$ cat src/rtl/gpio_cmd_pkg.sv
// Package: shared constants, types and the opcode decoder for the GPIO
// command engine. Assumes 8-bit command bytes and exactly two banks (the
// bank index is one opcode bit).
package gpio_cmd_pkg;

    localparam int BYTE_W   = 8;
    localparam int N_BANKS  = 2;
    localparam int N_PINS   = BYTE_W * N_BANKS;
    localparam int BANK_BIT = 1;

    localparam logic [BYTE_W-1:0] OP_SET      = 8'h80;
    localparam logic [BYTE_W-1:0] OP_GET      = 8'h81;
    localparam logic [BYTE_W-1:0] MODE_RESET  = 8'h00;
    localparam logic [BYTE_W-1:0] MODE_CMD    = 8'h02;

    typedef enum logic [1:0] {
        PS_OPCODE = 2'd0,
        PS_VALUE  = 2'd1,
        PS_DIR    = 2'd2
    } parse_st_t;

    typedef enum logic [1:0] {
        MD_OFF    = 2'd0,
        MD_PRIMED = 2'd1,
        MD_ON     = 2'd2
    } mode_st_t;

    typedef enum logic [1:0] {
        OPK_SET = 2'd0,
        OPK_GET = 2'd1,
        OPK_BAD = 2'd2
    } op_kind_t;

    typedef struct packed {
        logic [BYTE_W-1:0] val;
        logic [BYTE_W-1:0] dir;
        logic              bank;
    } set_req_t;

    // Classify an opcode byte once its bank bit has been cleared.
    function automatic op_kind_t decode_op(input logic [BYTE_W-1:0] b);
        logic [BYTE_W-1:0] base;
        base = b & ~(BYTE_W'(1) << BANK_BIT);
        if (base == OP_SET)      return OPK_SET;
        else if (base == OP_GET) return OPK_GET;
        else                     return OPK_BAD;
    endfunction

endpackage

$ cat src/rtl/gpio_mode_ctl.sv
// Mode register sequencer. Commands become active only after a reset-value
// write followed by a command-mode write. Any other value turns the engine
// off. Assumes mode_wr is a single-cycle strobe in the clk domain.
module gpio_mode_ctl
    import gpio_cmd_pkg::*;
(
    input  logic              clk,
    input  logic              rst_n,
    input  logic              mode_wr,
    input  logic [BYTE_W-1:0] mode_val,
    output logic              active,
    output logic              flush,
    output logic              clr_flag
);

    mode_st_t st_q;

    // Track the reset-then-command-mode sequence.
    always_ff @(posedge clk) begin
        if (!rst_n) begin
            st_q <= MD_OFF;
        end else if (mode_wr) begin
            if (mode_val == MODE_RESET)
                st_q <= MD_PRIMED;
            else if (mode_val == MODE_CMD)
                st_q <= (st_q == MD_OFF) ? MD_OFF : MD_ON;
            else
                st_q <= MD_OFF;
        end
    end

    // Decode strobes for the parser.
    always_comb begin
        active   = (st_q == MD_ON);
        flush    = mode_wr;
        clr_flag = mode_wr && (mode_val == MODE_RESET);
    end

endmodule

$ cat src/rtl/gpio_cmd_parser.sv
// Command byte parser. Walks opcode, value and direction bytes. It issues a
// set strobe on the third byte of a set frame and a get strobe on a get
// opcode, and keeps a sticky flag for unknown opcodes. Assumes byte_fire is
// already qualified by the handshake and the mode state.
module gpio_cmd_parser
    import gpio_cmd_pkg::*;
(
    input  logic              clk,
    input  logic              rst_n,
    input  logic              byte_fire,
    input  logic [BYTE_W-1:0] byte_data,
    input  logic              flush,
    input  logic              clr_flag,
    output logic              set_stb,
    output set_req_t          set_req,
    output logic              get_stb,
    output logic              get_bank,
    output logic              bad_flag
);

    parse_st_t         st_q;
    logic              bank_q;
    logic [BYTE_W-1:0] val_q;
    op_kind_t          kind;

    // Classify the current byte as an opcode.
    always_comb kind = decode_op(byte_data);

    // Frame position, captured bank and value byte, sticky bad flag.
    always_ff @(posedge clk) begin
        if (!rst_n) begin
            st_q     <= PS_OPCODE;
            bank_q   <= 1'b0;
            val_q    <= '0;
            bad_flag <= 1'b0;
        end else begin
            if (clr_flag)
                bad_flag <= 1'b0;
            if (flush) begin
                st_q <= PS_OPCODE;
            end else if (byte_fire) begin
                case (st_q)
                    PS_OPCODE: begin
                        if (kind == OPK_SET) begin
                            bank_q <= byte_data[BANK_BIT];
                            st_q   <= PS_VALUE;
                        end else if (kind == OPK_BAD) begin
                            bad_flag <= 1'b1;
                        end
                    end
                    PS_VALUE: begin
                        val_q <= byte_data;
                        st_q  <= PS_DIR;
                    end
                    default: st_q <= PS_OPCODE;
                endcase
            end
        end
    end

    // Strobes towards the bank registers and the reply serialiser.
    always_comb begin
        set_stb      = byte_fire && !flush && (st_q == PS_DIR);
        set_req.val  = val_q;
        set_req.dir  = byte_data;
        set_req.bank = bank_q;
        get_stb      = byte_fire && !flush && (st_q == PS_OPCODE) && (kind == OPK_GET);
        get_bank     = byte_data[BANK_BIT];
    end

endmodule

$ cat src/rtl/gpio_bank_regs.sv
// Per-bank output value and direction registers. A set request updates both
// registers of the addressed bank in one edge. Direction bits of pins that
// lack output capability are forced to zero.
module gpio_bank_regs
    import gpio_cmd_pkg::*;
#(
    parameter logic [N_PINS-1:0] OUT_CAP = '1
) (
    input  logic              clk,
    input  logic              rst_n,
    input  logic              set_stb,
    input  set_req_t          set_req,
    output logic [N_PINS-1:0] pad_out,
    output logic [N_PINS-1:0] pad_oe
);

    for (genvar b = 0; b < N_BANKS; b++) begin : g_bank
        localparam logic [BYTE_W-1:0] CAP = OUT_CAP[b*BYTE_W +: BYTE_W];
        logic [BYTE_W-1:0] out_q;
        logic [BYTE_W-1:0] dir_q;

        // Load value and masked direction when this bank is addressed.
        always_ff @(posedge clk) begin
            if (!rst_n) begin
                out_q <= '0;
                dir_q <= '0;
            end else if (set_stb && (set_req.bank == 1'(b))) begin
                out_q <= set_req.val;
                dir_q <= set_req.dir & CAP;
            end
        end

        // Map bank registers onto the pin vectors.
        always_comb begin
            pad_out[b*BYTE_W +: BYTE_W] = out_q;
            pad_oe[b*BYTE_W +: BYTE_W]  = dir_q;
        end
    end

endmodule

$ cat src/rtl/gpio_in_sync.sv
// Multi-stage flop synchroniser for the raw pin levels. Assumes the pins
// are quasi-static relative to clk; there is no glitch filtering.
module gpio_in_sync #(
    parameter int W      = 16,
    parameter int STAGES = 2
) (
    input  logic         clk,
    input  logic         rst_n,
    input  logic [W-1:0] d,
    output logic [W-1:0] q
);

    logic [W-1:0] stg [STAGES];

    for (genvar s = 0; s < STAGES; s++) begin : g_stage
        // One flop stage of the chain.
        always_ff @(posedge clk) begin
            if (!rst_n)
                stg[s] <= '0;
            else if (s == 0)
                stg[s] <= d;
            else
                stg[s] <= stg[(s == 0) ? 0 : s-1];
        end
    end

    // The last stage feeds the reply path.
    always_comb q = stg[STAGES-1];

endmodule

$ cat src/rtl/gpio_rsp_tx.sv
// Reply serialiser. On a get strobe it loads two status bytes and the
// bank's levels, then offers them one per handshake. Assumes no get strobe
// arrives while busy (the top holds cmd_ready low then).
module gpio_rsp_tx
    import gpio_cmd_pkg::*;
#(
    parameter logic [BYTE_W-1:0] STAT_HI = 8'h32,
    parameter logic [BYTE_W-1:0] STAT_LO = 8'h60
) (
    input  logic              clk,
    input  logic              rst_n,
    input  logic              get_stb,
    input  logic              get_bank,
    input  logic [N_PINS-1:0] levels,
    input  logic              bad_flag,
    output logic [BYTE_W-1:0] rsp_data,
    output logic              rsp_valid,
    input  logic              rsp_ready,
    output logic              busy
);

    localparam int REPLY_LEN = 3;
    localparam int CNT_W     = $clog2(REPLY_LEN + 1);

    logic [CNT_W-1:0]  left_q;
    logic [BYTE_W-1:0] q0, q1, q2;
    logic [BYTE_W-1:0] status_lo;
    logic [BYTE_W-1:0] bank_lvl;

    // Second status byte carries the sticky flag; pick the addressed bank.
    always_comb begin
        status_lo = STAT_LO;
        status_lo[1] = bad_flag;
        bank_lvl = get_bank ? levels[BYTE_W +: BYTE_W] : levels[0 +: BYTE_W];
    end

    // Load on get, shift on each accepted reply byte.
    always_ff @(posedge clk) begin
        if (!rst_n) begin
            left_q <= '0;
            q0 <= '0;
            q1 <= '0;
            q2 <= '0;
        end else if (get_stb) begin
            q0     <= STAT_HI;
            q1     <= status_lo;
            q2     <= bank_lvl;
            left_q <= CNT_W'(REPLY_LEN);
        end else if ((left_q != '0) && rsp_ready) begin
            q0     <= q1;
            q1     <= q2;
            left_q <= left_q - CNT_W'(1);
        end
    end

    // Present the head byte.
    always_comb begin
        rsp_valid = (left_q != '0);
        rsp_data  = q0;
        busy      = rsp_valid;
    end

endmodule

$ cat src/rtl/gpio_cmd_engine.sv
// Top of the byte-command GPIO bank engine. Joins the mode sequencer,
// parser, bank registers, input synchroniser and reply serialiser. Command
// bytes are refused only while a reply is outstanding.
module gpio_cmd_engine
    import gpio_cmd_pkg::*;
#(
    parameter logic [15:0] OUT_CAP     = 16'hFFFF,
    parameter logic [7:0]  STAT_HI     = 8'h32,
    parameter logic [7:0]  STAT_LO     = 8'h60,
    parameter int          SYNC_STAGES = 2
) (
    input  logic        clk,
    input  logic        rst_n,
    input  logic        mode_wr,
    input  logic [7:0]  mode_val,
    input  logic [7:0]  cmd_data,
    input  logic        cmd_valid,
    output logic        cmd_ready,
    output logic [7:0]  rsp_data,
    output logic        rsp_valid,
    input  logic        rsp_ready,
    input  logic [15:0] pad_in,
    output logic [15:0] pad_out,
    output logic [15:0] pad_oe
);

    logic        mode_active;
    logic        flush;
    logic        clr_flag;
    logic        byte_fire;
    logic        set_stb;
    set_req_t    set_req;
    logic        get_stb;
    logic        get_bank;
    logic        bad_flag;
    logic        busy;
    logic [15:0] levels;

    // Accept gating: refuse only while replying; act only when active.
    always_comb begin
        cmd_ready = !busy;
        byte_fire = cmd_valid && cmd_ready && mode_active && !mode_wr;
    end

    gpio_mode_ctl u_mode (
        .clk      (clk),
        .rst_n    (rst_n),
        .mode_wr  (mode_wr),
        .mode_val (mode_val),
        .active   (mode_active),
        .flush    (flush),
        .clr_flag (clr_flag)
    );

    gpio_cmd_parser u_parse (
        .clk       (clk),
        .rst_n     (rst_n),
        .byte_fire (byte_fire),
        .byte_data (cmd_data),
        .flush     (flush),
        .clr_flag  (clr_flag),
        .set_stb   (set_stb),
        .set_req   (set_req),
        .get_stb   (get_stb),
        .get_bank  (get_bank),
        .bad_flag  (bad_flag)
    );

    gpio_bank_regs #(.OUT_CAP(OUT_CAP)) u_regs (
        .clk     (clk),
        .rst_n   (rst_n),
        .set_stb (set_stb),
        .set_req (set_req),
        .pad_out (pad_out),
        .pad_oe  (pad_oe)
    );

    gpio_in_sync #(.W(N_PINS), .STAGES(SYNC_STAGES)) u_sync (
        .clk   (clk),
        .rst_n (rst_n),
        .d     (pad_in),
        .q     (levels)
    );

    gpio_rsp_tx #(.STAT_HI(STAT_HI), .STAT_LO(STAT_LO)) u_tx (
        .clk       (clk),
        .rst_n     (rst_n),
        .get_stb   (get_stb),
        .get_bank  (get_bank),
        .levels    (levels),
        .bad_flag  (bad_flag),
        .rsp_data  (rsp_data),
        .rsp_valid (rsp_valid),
        .rsp_ready (rsp_ready),
        .busy      (busy)
    );

endmodule

$ cat config.mk
export PLATFORM = sky130hd
export DESIGN_NAME = gpio_cmd_engine
export DESIGN_NICKNAME = d
export VERILOG_FILES = /design/src/rtl/gpio_cmd_pkg.sv /design/src/rtl/gpio_mode_ctl.sv /design/src/rtl/gpio_cmd_parser.sv /design/src/rtl/gpio_bank_regs.sv /design/src/rtl/gpio_in_sync.sv /design/src/rtl/gpio_rsp_tx.sv /design/src/rtl/gpio_cmd_engine.sv
export SDC_FILE = /design/constraint.sdc
export NUM_CORES = 1
export LEC_CHECK = 0
export BUFFER_PORTS_ARGS = -buffer_cell sky130_fd_sc_hd__buf_4
export CAP_MARGIN = 30
export CORE_MARGIN = 1
export CORE_UTILIZATION = 25
export CTS_CLUSTER_SIZE = 16
export DETAILED_ROUTE_END_ITERATION = 12
export SETUP_SLACK_MARGIN = 0.02
export SLEW_MARGIN = 0
export SYNTH_ARGS = -nofsm -noshare
export SYNTH_HDL_FRONTEND = slang
export SYNTH_SLANG_ARGS = --single-unit
$ cat constraint.sdc
create_clock -name clk -period 2.2 [get_ports clk]
set_input_delay 0.11 -clock clk [delete_from_list [all_inputs] [get_ports clk]]
set_output_delay 0.11 -clock clk [all_outputs]
set_load 0.02 [all_outputs]
### Word-level counts from Yosys, hierarchy flattened

Memories as Yosys holds them, arrays and structs flattened.
Cells that the tools add are included.

* $add $sub $neg: 1
* equal/unequal tests: 9
* muxes and demuxes: 24
* bitwise operators: 5
* reductions and logical operators: 24

Operator list (count)
* $mux 16: 2
* $mux 2: 8
* $eq 7x7->1 const B: 2
* $mux 7: 2
* $mux 6: 2
* $logic_and 1x1->1: 11
* $eq 8x2->1 const B: 1
* $logic_not 8->1: 1
* $mux 1: 8
* $mux 8: 1
* $eq 2x2->1 const B: 3
* $logic_not 2->1: 3
* $eq 2x1->1 const B: 2
* $pmux 2 s2: 1
* $reduce_and 4->1: 1
* $reduce_bool 2->1: 2
* $reduce_or 2->1: 2
* $not 1->1: 3
* $reduce_and 3->1: 1
* $logic_not 1->1: 2
* $ne 2x1->1 const B: 1
* $or 1x1->1: 2
* $reduce_and 2->1: 1
* $sub 2x1->2 const B: 1

* register bits after elaboration: 72
* bits in writable memories: 32
* input bits: 37
* logic and storage cells: 79
* memories kept: 1

Memories
* u_sync.stg: depth 2, width 16, rd ports 2, clocked after Yosys merged registers in 0, wr ports 2, RTL line gpio_in_sync.sv:13 `logic [W-1:0] stg [STAGES];`

### Logic depth before layout (Yosys ltp)

Gate-level depths: netlist (run 1).

* depth after elaboration: 9
* depth in mapped cells: 8
* gate-level depth less buffers: 6

### Hierarchy

From an unflattened synthesis (run 1), not the netlist that was laid out.

* cell total of the unflattened synthesis: 386
* area total of the unflattened synthesis: 3933.8 um^2

By module, submodules not included
* gpio_bank_regs: instances 1, cells an instance 123, area an instance 1248.7 um^2, seq. area each 640.6 um^2
* gpio_rsp_tx: instances 1, cells an instance 117, area an instance 1028.5 um^2, seq. area each 520.5 um^2
* gpio_in_sync: instances 1, cells an instance 67, area an instance 895.9 um^2, seq. area each 640.6 um^2
* gpio_cmd_parser: instances 1, cells an instance 64, area an instance 625.6 um^2, seq. area each 240.2 um^2
* gpio_mode_ctl: instances 1, cells an instance 13, area an instance 118.9 um^2, seq. area each 40.0 um^2
* gpio_cmd_engine: instances 1, cells an instance 2, area an instance 16.3 um^2, seq. area each 0.0 um^2

### Worst setup path after synthesis (run 1)

Ideal clock, no wire load.

* path kind: register -> register
* start point: register u_tx.left_q[0]
* end point: register u_parse.bank_q
* data arrival time: 1977 ps
* slack: 105 ps
* stages on the path, launching flop included: 8
* path buffers: 1
* clock period less this slack: 2095 ps
* cells stage by stage: dfxtp_1 inv_1 ha_1 nand3_1 or4_4 buf_6 or3_4 mux2i_1

* longest elaborated chain between the ends: 6

RTL lines
* start: declaration: RTL line gpio_rsp_tx.sv:25 `logic [CNT_W-1:0] left_q;`
* start signal: assignment: RTL line gpio_rsp_tx.sv:48 `left_q <= CNT_W'(REPLY_LEN);`
* start signal: assignment: RTL line gpio_rsp_tx.sv:52 `left_q <= left_q - CNT_W'(1);`
* $reduce_bool 2->1: RTL line gpio_rsp_tx.sv:58 `rsp_valid = (left_q != '0);`
* $logic_not 1->1: RTL line gpio_cmd_engine.sv:41 `cmd_ready = !busy;`
* named net cmd_ready: RTL line gpio_cmd_engine.sv:18 `output logic cmd_ready,`
* $logic_and 1x1->1 (3 in series): RTL line gpio_cmd_engine.sv:42 `byte_fire = cmd_valid && cmd_ready && mode_active && !mode_wr;`
* $reduce_and 4->1 (no line)
* end signal: assignment: RTL line gpio_cmd_parser.sv:45 `bank_q <= byte_data[BANK_BIT];`
* end: declaration: RTL line gpio_cmd_parser.sv:22 `logic bank_q;`

The timed path passes the listed nets, and every way through them passes these cells.
A chain may end at the register's enable or synchronous reset.

### Worst setup path in the final report (run 1)

* start point: input port mode_wr
* end point: register u_tx.q1[1]

* longest elaborated chain between the ends: 6

RTL lines
* start: declaration: RTL line gpio_cmd_engine.sv:14 `input logic mode_wr,`
* $logic_not 1->1 (*): RTL line gpio_cmd_parser.sv:67, gpio_cmd_engine.sv:42
* $logic_and 1x1->1: RTL line gpio_cmd_engine.sv:42
* $logic_and 1x1->1 (*) (3 in series): RTL line gpio_cmd_parser.sv:67 `get_stb = byte_fire && !flush && (st_q == PS_OPCODE) && (kind == OPK_GET);`
* $mux 7 or $reduce_bool 2->1 (tied branches)
* end signal: assignment: RTL line gpio_rsp_tx.sv:46 `q1 <= status_lo;`
* end signal: assignment: RTL line gpio_rsp_tx.sv:51 `q1 <= q2;`
* end: declaration: RTL line gpio_rsp_tx.sv:26 `logic [BYTE_W-1:0] q0, q1, q2;`

Mark *: on every way between the ends. The rest lies on a longest branch, timed or not.

==> impl_metrics.ini, run 1 <==
[run_status]
status = finished, final reports clean

[clocking]
insertion_delay_ns = 0.34
htree_num_levels = 3
clk_pin_slew_ns = 0.06
cts_setup_buffers = 0
clockBufferDepth = 2
cts_tree = yes
cts-root-buf = clkbuf_16
cts_made_buffers = 9
cts.sinks = 104

[sta]
finalClockSkew_ns = 0.00553
fin_crit_ns = 2.05
rsz0062_at_grt = no
period_share_pct = 93.1
setup_violations = 0
worstMarginPinSlew_ns = 0.516
hold_viol = 0
slew_headroom_pct = 65.5
maxSlewViolCount = 0
holdWs_ns = 0.0501
fmax_ghz = 0.488
fin_tns_setup_ns = 0

[worst_setup_path]
cp.arrival_ns = 2.30
crit_type = in -> reg
crit_required_ns = 2.45
end_kind = flip-flop
path_max_fanout = 21
start_kind = input port

[synthesis]
ys_types = 37
synth-main-ff-cell = dfxtp_1
synth.avg_cell_area_sq_um = 9.34
synth-async-reset-ratio_pct = 0
mappedNetlistNets = 429
seq_area_frac_synth_pct = 57.0
synth_area_sq_um = 3650
synth-seq-cells = 104
synth_edf_count = 0
synth_cells = 391
yosysWarnings = 0

[die]
core_sq_um = 14000
std_cell_rows = 43
num_io_pins = 79
die_area_sq_um = 15100
start_util_pct = 26.0
die_w_microns = 123
die_height_microns = 123

[grt]
grt_usage_pct = 11.8
grt_pass1_wl_microns = 13600
grt_max_degree = 33
grt_pass1_vias = 2801
antenna_found_initial = 0
gr-total-overflow = 0

[place]
io_buffers = 78
place_hpwl_microns = 5630
placed_cell_area_sq_um = 4440
routabilityCongestion = 0.737

[cells_and_area]
final_cell_mix = dfxtp_1, buf_4, nand2_1
final_cell_area_sq_um = 4850
area_growth_pct = 32.9
finalNetCount = 522
layout_commonest_cell = dfxtp_1
n_antenna_cell = 0
drive_above_1_share_pct = 22.0
utilization_pct = 34.6

[flow_run]
maxCapViolCount = 0

[routing]
initialDrtViolationCount = 119
ant_nets = 0
first_pass_iters = 4
drt-wirelength-per-cell_microns = 12.5
vias_per_cell = 4.34
vias = 2891
drc = 0
wl_microns = 8340

[pwr]
irDropWorstVdd_mv = 0.308
powerDensity_nw_per_um2 = 730
p_leak_nw = 1.83

[min_path]
worstHoldPathType = in -> reg
-- worst max-delay path: stages --
cell	delay [ns]
dlygate4sd3_1	0.55
buf_4	0.16
or2_1	0.27
or4_4	0.62
or2_1	0.37
a311oi_1	0.23
-- state kept, by name, indices dropped and copies added (netlist names) --
name / cells
u_parse.bad_flag: 1
u_mode.st_q: 2
u_tx.q1: 8
u_parse.val_q: 8
u_sync.stg: 32
u_tx.left_q: 2
u_regs.g_bank.out_q: 16
u_parse.bank_q: 1
u_regs.g_bank.dir_q: 16
u_parse.st_q: 2
u_tx.rsp_data: 8
u_tx.q2: 8
-- final timing paths --
kind	startpoint	end	slack, ns	cells after the start
worst max-delay path	mode_wr	u_tx.q1[1]	0.15	6
worst min-delay path	cmd_data[3]	u_parse.val_q[3]	0.05	3
worst max register to register	u_mode.st_q[0]	u_tx.q1[1]	0.32	4
worst min register to register	u_sync.stg[0][0]	u_sync.stg[1][0]	0.43	1
-- cell usage after synthesis, types with 2 or more instances --
cell type,count,share of area [%]
nand2_1,78,8.0
a21oi_1,40,5.5
nand2b_1,2,0.34
o21ai_0,17,2.3
nand3b_1,2,0.41
or2_1,2,0.34
nor4_1,2,0.34
a31oi_1,5,0.86
inv_1,3,0.31
or2_2,2,0.34
and2_1,32,5.5
clkbuf_1,21,2.2
mux2i_1,25,6.9
buf_6,2,0.62
dfxtp_1,104,57
nor2_1,18,1.9
nand3_1,9,1.2
or3_1,8,1.4
-- stage by stage --
step	worst slack, ns	std cells	total power [W]
6_report	0.152	666	0.00354
5_1_grt	0.0264	666	0.00368
4_1_cts	0.165	666	0.00359
3_5_place_dp	0.331	636	0.00219
3_3_place_gp	0.376	636	0.00218
2_1_floorplan	0.105	391	0.00208
-- final cells by class --
| type | instances | area, sq um |
|---|---|---|
| clock buffers | 12 | 236 |
| clock inverters | 1 | 7.51 |
| fillers | 1443 | 9190 |
| inverters | 4 | 15.0 |
| multi-input cells | 259 | 1450 |
| flip-flops and latches | 104 | 2080 |
| well taps | 180 | 225 |
| repair buffers | 106 | 838 |
-- cells by family (layout without fill, tap and decap cells) --
kind of cell,Yosys count,count (layout),share of synthesized area [%]
AND/OR/NAND/NOR,166,166,22.6
flip-flops,104,104,57.0
AO/OA/AOI/OAI,66,66,9.60
buffers and inverters,28,123,3.32
multiplexers,25,25,6.85
adder cells (fa/ha/maj),1,1,0.343
XOR/XNOR,1,1,0.240
-- per-layer routing --
layer  global-route usage [%]  part of all wire [%]  wire (microns)
met5                        0                     0               0
met4                     4.80                   1.7             145
met1                     15.2                    48            4030
met2                     17.8                    44            3650
met3                     4.09                   6.1             511
-- where the power goes --
group	total [W]	switching [W]	internal [W]
registers	0.00192	0.00000871	0.00191
logic	0.000243	0.000125	0.000117
clock network	0.00137	0.000625	0.000749
-- timing repair --
action                                 4_1_cts  5_1_grt
endpoints found under the hold margin       17        0
resized for setup                            0        0
hold buffers                                17        0
No activity file was read; power rests on OpenSTA's default activity.
==> run 2, diff against run 1 <==
--- a/config.mk
+++ b/config.mk
@@ -8,9 +8,10 @@
 export BUFFER_PORTS_ARGS = -buffer_cell sky130_fd_sc_hd__buf_4
 export CAP_MARGIN = 30
 export CORE_MARGIN = 1
-export CORE_UTILIZATION = 25
+export CORE_UTILIZATION = 53
 export CTS_CLUSTER_SIZE = 16
 export DETAILED_ROUTE_END_ITERATION = 12
+export PLACE_DENSITY = 0.78
 export SETUP_SLACK_MARGIN = 0.02
 export SLEW_MARGIN = 0
 export SYNTH_ARGS = -nofsm -noshare
==> impl_metrics.ini, run 2 (synthesis results as in run 1) <==
[run_status]
status = finished, final reports clean

[worst_setup_path]
setup.worst_path.end = u_tx.q1[1]
start_kind = input port
rrSetupSlack_ns = 0.24
critPathLaunch = mode_wr
path_max_fanout = 21
reg2reg_to = u_tx.q1[1]
slowest_stage = or4_4
end_kind = flip-flop
crit_type = in -> reg
r2r_cells = 6
cpPeakStageDelay_ns = 0.61
crit_chain = dlygate4sd3_1, buf_4, or2_1, or4_4, or2_1, a311oi_1
path_common_cell = or2_1
crit_required_ns = 2.48
r2r-start = u_tx.left_q[0]
cp.arrival_ns = 2.29

[routing]
vias = 2874
wl_microns = 7260
initialDrtViolationCount = 136
first_pass_iters = 4
vias_per_cell = 5.08
ant_nets = 0
drc = 0
drt-wirelength-per-cell_microns = 12.8

[cells_and_area]
final_cell_mix = dfxtp_1, buf_4, nand2_1
finalNetCount = 522
drive_above_1_share_pct = 22.7
fill_cells = 493
area_growth_pct = 28.6
largest_register_ffs = 32
n_antenna_cell = 0
top_register = u_sync.stg
reg.largest.list = u_sync.stg (32), u_regs.g_bank.dir_q (16), u_regs.g_bank.out_q (16)
layout_commonest_cell = dfxtp_1

[die]
die_w_microns = 85
core_sq_um = 6490
num_io_pins = 79
start_util_pct = 56.2
die_height_microns = 85
std_cell_rows = 29
die_area_sq_um = 7230

[sta]
maxSlewViolCount = 0
worstMarginPinSlew_ns = 0.493
setup_violations = 0
slew_headroom_pct = 67.1
fmax_ghz = 0.499
finalClockSkew_ns = 0.00859
hold_viol = 0
fin_crit_ns = 2.01
rsz0062_at_grt = no
period_share_pct = 91.2
holdWs_ns = 0.0178
fin_tns_setup_ns = 0

[clocking]
clockBufferDepth = 2
cts.sinks = 104
insertion_delay_ns = 0.36
clk_pin_slew_ns = 0.10
cts_made_buffers = 9
cts-root-buf = clkbuf_8
cts_tree = yes
cts_setup_buffers = 0
htree_num_levels = 3
post_cts_resized = 0

[flow_run]
maxCapViolCount = 0

[min_path]
worstHoldPathType = in -> reg
hold-path-cell-count = 3

[grt]
grt_usage_pct = 20.9
grt_pass1_wl_microns = 12000
grt_pass1_vias = 2623
antenna_found_initial = 0
grt_max_degree = 55
gr-total-overflow = 0

[place]
place_hpwl_microns = 4710
io_buffers = 78
routabilityCongestion = 0.764

[pwr]
irDropWorstVdd_mv = 0.568
powerDensity_nw_per_um2 = 720
p_leak_nw = 1.83
power_w = 0.00338
run 2: cell types whose count changed in the layout (fill, tap and decap cells not counted), sizes merged, moves of 2 or more:
cell	before	now
clkinv	1	3
buf	89	87
dlygate4sd3	17	19
inv	3	7
clkbuf	12	9
run 2: layout make-up:
type | count | area [sq um] | share of cell area, %
multi-input cells | 259 | 1450 | 30.8
inverters | 4 | 15.0 | 0.320
flip-flops and latches | 104 | 2080 | 44.3
well taps | 77 | 96.3 | 2.05
repair buffers | 106 | 843 | 18.0
clock buffers | 9 | 124 | 2.64
clock inverters | 7 | 86.3 | 1.84
run 2: how the worst min path moves through the flow:
stage,from,endpoint
finish,cmd_data[3],u_parse.val_q[3]
global route,cmd_data[7],u_regs.g_bank[1].dir_q[7]
global placement,pad_in[10],u_sync.stg[0][10]
CTS,cmd_data[3],u_parse.val_q[3]
floorplan,mode_wr,u_mode.st_q[1]
detailed placement,pad_in[13],u_sync.stg[0][13]
run 2: critical path: cells and delay by family:
| kind | cells | cell delay (ns) |
|---|---|---|
| AO/OA/AOI/OAI | 1 | 0.22 |
| AND/OR/NAND/NOR | 3 | 1.24 |
| buffers and inverters | 2 | 0.71 |
run 2: power breakdown:
group / switching, W / total (W) / internal (W) / leakage [nW]
clock: 0.000676 / 0.00123 / 0.000554 / 0.110
sequential: 0.00000877 / 0.00192 / 0.00191 / 0.844
combinational: 0.000117 / 0.000230 / 0.000113 / 0.871
run 2: repair_timing:
item | CTS | global route
hold endpoints to repair | 18 | 0
hold buffers | 19 | 0
endpoints found under the setup margin | 0 | 0
run 2: stage by stage:
stage          setup slack [ns]  util, %  instance area (sq um)  std cells
6_report                  0.194     72.3                   4690        566
3_5_place_dp              0.251     66.1                   4290        531
5_1_grt                  0.0986     72.3                   4690        566
2_1_floorplan             0.105        -                   3650        391
3_3_place_gp              0.300     66.1                   4290        531
4_1_cts                   0.208     72.3                   4690        566
run 2: per-layer routing:
metal | vias to the layer above | GRT usage (%) | routed length [microns]
met1 | 1304 | 27.1 | 3400
li1 | 1489 | - | -
met5 | - | 0 | 0
met3 | 4 | 4.47 | 440
met4 | 0 | 9.71 | 45
met2 | 77 | 33.4 | 3370
